`src/rtl/ssi_clk_burst.sv`:
```
module ssi_clk_burst #(
  parameter int BITS      = 25,
  parameter int GAP_TICKS = 25,
  parameter int HALF_CYC  = 500
) (
  input  logic clk,
  input  logic rst_n,
  input  logic en,
  input  logic tick,
  output logic ssi_clk,
  output logic frame_act
);
  localparam int BW = $clog2(BITS + 1);
  localparam int GW = $clog2(GAP_TICKS + 1);
  localparam int HW = $clog2(HALF_CYC + 1);

  logic [BW-1:0] bits_left;
  logic [GW-1:0] gap_cnt;
  logic [HW-1:0] half_cnt;
  logic          busy, line;

  wire gap_done = (gap_cnt == '0);
  wire start    = !busy && tick && en && gap_done;
  wire next_bit = busy && tick && line && (bits_left != '0);

  always_ff @(posedge clk or negedge rst_n) begin
    if (!rst_n) begin
      busy      <= 1'b0;
      line      <= 1'b1;
      bits_left <= '0;
      half_cnt  <= '0;
      gap_cnt   <= GW'(GAP_TICKS);
    end else begin
      if (start) begin
        busy      <= 1'b1;
        line      <= 1'b0;
        bits_left <= BW'(BITS - 1);
        half_cnt  <= HW'(HALF_CYC - 1);
      end else if (next_bit) begin
        line      <= 1'b0;
        bits_left <= bits_left - 1'b1;
        half_cnt  <= HW'(HALF_CYC - 1);
      end else if (busy && !line) begin
        if (half_cnt != '0) half_cnt <= half_cnt - 1'b1;
        else begin
          line <= 1'b1;
          if (bits_left == '0) begin
            busy    <= 1'b0;
            gap_cnt <= GW'(GAP_TICKS);
          end
        end
      end
      if (!busy && tick && !gap_done) gap_cnt <= gap_cnt - 1'b1;
    end
  end

  assign ssi_clk   = line;
  assign frame_act = busy;

  AST_IDLE_HIGH:   assert property (@(posedge clk) disable iff (!rst_n) !frame_act |-> ssi_clk);
  AST_FIRST_FALL:  assert property (@(posedge clk) disable iff (!rst_n) $rose(frame_act) |-> $fell(ssi_clk));
  AST_LAST_RISE:   assert property (@(posedge clk) disable iff (!rst_n) $fell(frame_act) |-> $rose(ssi_clk));
  AST_START_GAP:   assert property (@(posedge clk) disable iff (!rst_n) $rose(frame_act) |-> $past(gap_cnt) == '0);
  AST_START_EN:    assert property (@(posedge clk) disable iff (!rst_n) $rose(frame_act) |-> $past(en) && $past(tick));
  AST_BIT_RANGE:   assert property (@(posedge clk) disable iff (!rst_n) bits_left <= BW'(BITS - 1));
  AST_FALL_ON_TICK: assert property (@(posedge clk) disable iff (!rst_n) $fell(ssi_clk) |-> $past(tick));
endmodule

```
`config.mk`:
```
export PLATFORM = sky130hd
export DESIGN_NAME = ssi_clk_burst
export DESIGN_NICKNAME = d
export VERILOG_FILES = /design/src/rtl/ssi_clk_burst.sv
export SDC_FILE = /design/constraint.sdc
export NUM_CORES = 1
export LEC_CHECK = 0
export BUFFER_PORTS_ARGS = -buffer_cell sky130_fd_sc_hd__buf_4
export CAP_MARGIN = 20
export CORE_MARGIN = 5
export CORE_UTILIZATION = 49
export DETAILED_ROUTE_END_ITERATION = 8
export GPL_ROUTABILITY_DRIVEN = 1
export PLACE_DENSITY_LB_ADDON = 0.05
export RECOVER_POWER = 100
export SYNTH_ARGS = -nofsm -noshare
export SYNTH_HDL_FRONTEND = slang
export SYNTH_SLANG_ARGS = --single-unit
```
`constraint.sdc`:
```
create_clock -name clk -period 2.85 [get_ports clk]
set_input_delay 0.1425 -clock clk [delete_from_list [all_inputs] [get_ports clk]]
set_output_delay 0.1425 -clock clk [all_outputs]
set_load 0.02 [all_outputs]
```
Word level (Yosys, flattened, before mapping)
Index checks and enable logic that the tools add are counted.
{ "totals": {"output_inout_bits": 2, "ff_bits": 21} }
{ "classes": {"n_eq_ne": 6, "muxes": 21, "addsub": 3, "n_reduce_logical": 26} }
{ "op_table": {"columns": ["op", "count"], "rows": [
  ["$mux W5", 8],
  ["$mux W9", 4],
  ["$logic_not A5 Y1", 2],
  ["$reduce_bool A2 Y1", 5],
  ["$sub A5 B1 Y5 const B", 2],
  ["$mux W1", 9],
  ["$reduce_bool A9 Y1", 1],
  ["$sub A9 B1 Y9 const B", 1],
  ["$logic_and A1 B1 Y1", 8],
  ["$ne A2 B1 Y1 const B", 3],
  ["$reduce_bool A3 Y1", 2],
  ["$reduce_and A5 Y1", 1],
  ["$reduce_bool A5 Y1", 1],
  ["$ne A2 B2 Y1 const B", 2],
  ["$reduce_and A2 Y1", 2],
  ["$reduce_and A4 Y1", 1],
  ["$logic_not A1 Y1", 3],
  ["$ne A3 B3 Y1 const B", 1]
]} }

Logic depth before layout (Yosys ltp)
{ "logic_depth": {"word_depth": 7, "depth_mapped": 7} }

Worst setup path before layout
OpenSTA, ideal clock, no wires.
{ "synth_timing": {"kind": "flip-flop to flip-flop", "from": "register gap_cnt[0]", "to": "register half_cnt[7]", "arrival_ns": 1.779, "stages_incl_launch_ff": 8, "setup_ns": 0.124, "setup_slack_ns": 0.947, "cell_sequence": "dfstp_2 inv_1 ha_1 nor4b_1 and3_1 clkbuf_1 or2_2 a211o_1"} }
{ "synth_via": {"elab_chain_cells": 4} }
{ "synth_lines": {"columns": ["item", "line_no", "text"], "rows": [
  ["start: declaration", "18", "logic [GW-1:0] gap_cnt;"],
  ["start signal: assignment", "32", "gap_cnt <= GW'(GAP_TICKS);"],
  ["start signal: assignment", "49", "gap_cnt <= GW'(GAP_TICKS);"],
  ["start signal: assignment", "53", "if (!busy && tick && !gap_done) gap_cnt <= gap_cnt - 1'b1;"],
  ["$logic_not A5 Y1 (*)", "22", "wire gap_done = (gap_cnt == '0);"],
  ["$logic_and A1 B1 Y1 (*)", "23", "wire start = !busy && tick && en && gap_done;"],
  ["$reduce_bool A3 Y1 (no line)", null, null],
  ["$reduce_and A2 Y1 (no line)", null, null],
  ["end signal: assignment", "38", "half_cnt <= HW'(HALF_CYC - 1);"],
  ["end signal: assignment", "42", "half_cnt <= HW'(HALF_CYC - 1);"],
  ["end signal: assignment", "44", "if (half_cnt != '0) half_cnt <= half_cnt - 1'b1;"],
  ["end: declaration", "19", "logic [HW-1:0] half_cnt;"]
]} }
Mark *: on every way between the ends. The rest lies on a longest branch, timed or not.
A chain may end at the register's enable or synchronous reset.

Worst setup path in the final report
{ "layout_timing": {"from": "register bits_left[0]", "to": "register half_cnt[7]"} }
{ "layout_via": {"elab_chain_cells": 4} }
{ "layout_lines": {"columns": ["item", "line_no", "text"], "rows": [
  ["start: declaration", "17", "logic [BW-1:0] bits_left;"],
  ["start signal: assignment", "37", "bits_left <= BW'(BITS - 1);"],
  ["start signal: assignment", "41", "bits_left <= bits_left - 1'b1;"],
  ["$reduce_bool A5 Y1 (*)", "24", "wire next_bit = busy && tick && line && (bits_left != '0);"],
  ["$logic_and A1 B1 Y1 (*)", "24", null],
  ["$reduce_bool A3 Y1 (no line) / $mux W9 (equally long branches)", null, null],
  ["$reduce_and A2 Y1 (no line) / $mux W9 (equally long branches)", null, null]
]} }
Marked as above.

==> key figures <==
Outcome
  • Status: finished, final reports clean

Floorplanning
  • Die X: around 58 µm
  • Core area: 2190 µm²
  • Die height: around 58 µm
  • Rows: 17
  • Initial Utilization: 0.506
  • IO Pins: 6
  • Die area: 3310 µm²

Logic synthesis
  • Cells after Synth: between 100 and 150
  • Area contributors post-synth: dfrtp_1, dfstp_2, nand2_1
  • Post-Syn Area: 1110 µm²
  • Yosys warnings: 0
  • Synth top area share: 0.384
  • Synth Register Bits: 21
  • Post-synth EDFFs: 0
  • Sequential-to-total area share from yosys stat: 0.479
  • Synth Net Count: ~120
  • Post-synth top cells: dfrtp_1, nand2_1, nor2_1
  • Area leader, netlist: dfrtp_1
  • Most frequent cell after synthesis: dfrtp_1
  • Async set or reset register ratio after synthesis: 1.00
  • Post-Syn Area per Cell: slightly below 10 µm²
  • Count of cell types in the netlist: 38
  • Predominant post-synthesis flop cell: dfrtp_1

Cells and area
  • Area delta synth->final: 7.90%
  • Final Non-Filler Cells: 150
  • Diodes inserted: 0
  • Total Nets Final: 130
  • Share of cells above drive strength 1: 0.0984

GRT
  • Antenna violations before repair: 0
  • Vias in the first global route: 794
  • GRT overflow: 0
  • Largest net degree at the start of global routing: 22
  • GRT Total Usage: 0.137
  • First-pass GRT wire length: 3.54 mm

Critical path
  • CP endpoint kind: flip-flop
  • R2R cell count: 6
  • Worst Setup SP: bits_left[0]$_DFFE_PN0P_
  • Crit-path slowest cell: nor4b_1
  • Critical Path End: half_cnt[7]$_DFFE_PN0P_
  • Reg-to-Reg Start: bits_left[0]$_DFFE_PN0P_
  • Crit path cell chain: inv_1 -> ha_1 -> nor4b_1 -> nor2_1 -> or2_2 -> a211o_1
  • Critical-path maximum fanout: 5
  • Max incr delay on CP: about 0.66 ns
  • R2R setup slack: 0.60 ns
  • Reg2reg end: half_cnt[7]$_DFFE_PN0P_
  • Setup crit start kind: flip-flop
  • CP top delay family: simple AND/OR/NAND/NOR gates
  • Critical path type: reg -> reg
  • Crit path depth: 6
  • Arrival time worst endpoint: approximately 2.5 ns
  • CP bufs+invs: 1
  • Data required, critical path: 3.05 ns

Timing
  • FMAX: about 0.44 GHz
  • Min Tclk post-route: approximately 2.3 ns
  • Worst Skew: between 0.003 and 0.004 ns
  • Unrepaired setup endpoints after global routing: false
  • Slew @ Worst Pin: 1.11 ns
  • Final worst path period share: 0.790
  • Final setup fails: 0
  • Pins Over Slew Limit: 0
  • Worst rel slew slack: 0.261
  • Fin. Hold Viols: 0
  • Setup TNS: 0 ns

Pwr
  • P per Cell Area: ~910 nW/µm²
  • Leakage: about 0.51 nW
  • Total power: roughly 1.1 mW
  • VDD IR max: 449 µV

Placement
  • Hpwl dp: ~1.5 mm
  • Placer Congestion: approximately 0.84
  • Number of placed instances, taps included: roughly 150
  • Port Buf Inserts: 5

Clock tree
  • Clk root buf: clkbuf_4
  • H-Tree Level Count: 1
  • Clock Path Buffers: 2
  • TritonCTS clock tree: yes
  • Clk Latency, worst-skew pair: around 0.3 ns
  • Clock transition at the registers of the reported paths: ~0.11 ns
  • Clk sinks: 21
  • Post_cts resized: 0
  • Total CTS buffers: 3

Run
  • Max-cap check violation count: 0

Min path
  • Hold path startpoint: tick
  • Hold Path Class: in -> reg

Drt
  • Iteration-0 DRC Markers: 23
  • Post-route ant nets: 0
  • Via count: around 800
  • Vias/cell: about 5.5
  • Drt total wl: slightly below 2 mm
  • WL/cell: 13.1 µm
  • DR pass1 iterations: 5
  • DRC: 0
layer usage:
layer	vias up	track usage	routed length, µm
met4	0	0.0265	9
met3	2	0.0430	84
met5	-	0	0
met2	18	0.216	889
li1	425	-	-
met1	378	0.187	983
layout make-up:
class / count / area (µm²)
fillers: 202 / 995
clock buffers: 3 / 22.5
well taps: 28 / 35.0
flip-flops and latches: 21 / 531
inverters: 8 / 30.0
repair buffers: 6 / 40.0
clock inverters: 1 / 5.00
multi-input cells: 83 / 533
sequential cells by signal (all words and copies together), names as in the netlist:
register,flops
half_cnt,9
bits_left,5
gap_cnt,5
frame_act,1
ssi_clk,1
worst reg2reg max path, delay by kind of cell (launching register included):
family / cells / cell delay [ns]
adders and majority gates: 1 / 0.16
and+or+nand+nor: 3 / 1.30
DFF: 1 / 0.41
AOI/OAI and AO/OA: 1 / 0.23
buffers and inverters: 1 / 0.06
logic make-up after synthesis:
group / after synthesis / share of synthesized area
DFF: 21 / 0.479
and+or+nand+nor: 54 / 0.268
muxes: 1 / 0.00903
adders and majority gates: 3 / 0.0339
xor gates and xnor gates: 5 / 0.0395
AOI/OAI and AO/OA: 20 / 0.137
buffers and inverters: 10 / 0.0350
layout by cell type (no fill, tap or decap), types with 2 or more instances in the layout:
cell,netlist,routed
a21oi_1,6,6
nor3_1,8,8
nand4_1,2,2
clkbuf_4,0,3
nand3_1,3,3
nor2b_1,3,3
ha_1,3,3
clkbuf_1,1,2
o31ai_1,2,2
or3_1,2,2
o211ai_1,4,4
dfrtp_1,17,17
and3b_1,2,2
nor4b_1,2,3
nand2_1,12,12
buf_4,0,3
inv_1,8,8
nand2b_1,2,2
nor2_1,9,9
dfstp_2,4,3
o21ai_0,2,2
xnor2_1,4,4
worst min path at each step:
stage	endpoint	slack [ns]	cells past startpoint
after CTS	half_cnt[0]$_DFFE_PN0P_	0.24	2
after detailed placement	half_cnt[4]$_DFFE_PN0P_	0.04	1
after floorplan	bits_left[0]$_DFFE_PN0P_	-0.15	0
after global placement	half_cnt[4]$_DFFE_PN0P_	0.04	1
final	gap_cnt[4]$_DFFE_PN1P_	0.26	4
after global routing	bits_left[4]$_DFFE_PN0P_	0.26	4
power breakdown:
part | switching, mW | leakage (nW) | internal (mW)
Clock | 0.0872 | 0.0177 | 0.0523
Combinational | 0.198 | 0.257 | 0.180
Sequential | 0.133 | 0.234 | 0.438
through the flow:
stage / setup slack (ns) / cell area, µm² / util / hold slack, ns
3_5_place_dp: 0.892 / 1170 / 0.535 / 0.0401
5_1_grt: 0.440 / 1200 / 0.546 / 0.262
4_1_cts: 0.874 / 1210 / 0.552 / 0.238
2_1_floorplan: 0.947 / 1110 / - / -0.153
6_report: 0.597 / 1200 / 0.546 / 0.258
3_3_place_gp: 0.944 / 1170 / 0.535 / 0.0392
what timing repair did:
action                    CTS  global route
hold buffers                1             0
setup buffers               0             0
hold endpoints to repair   21             0
No activity file was read; power rests on OpenSTA's default activity.
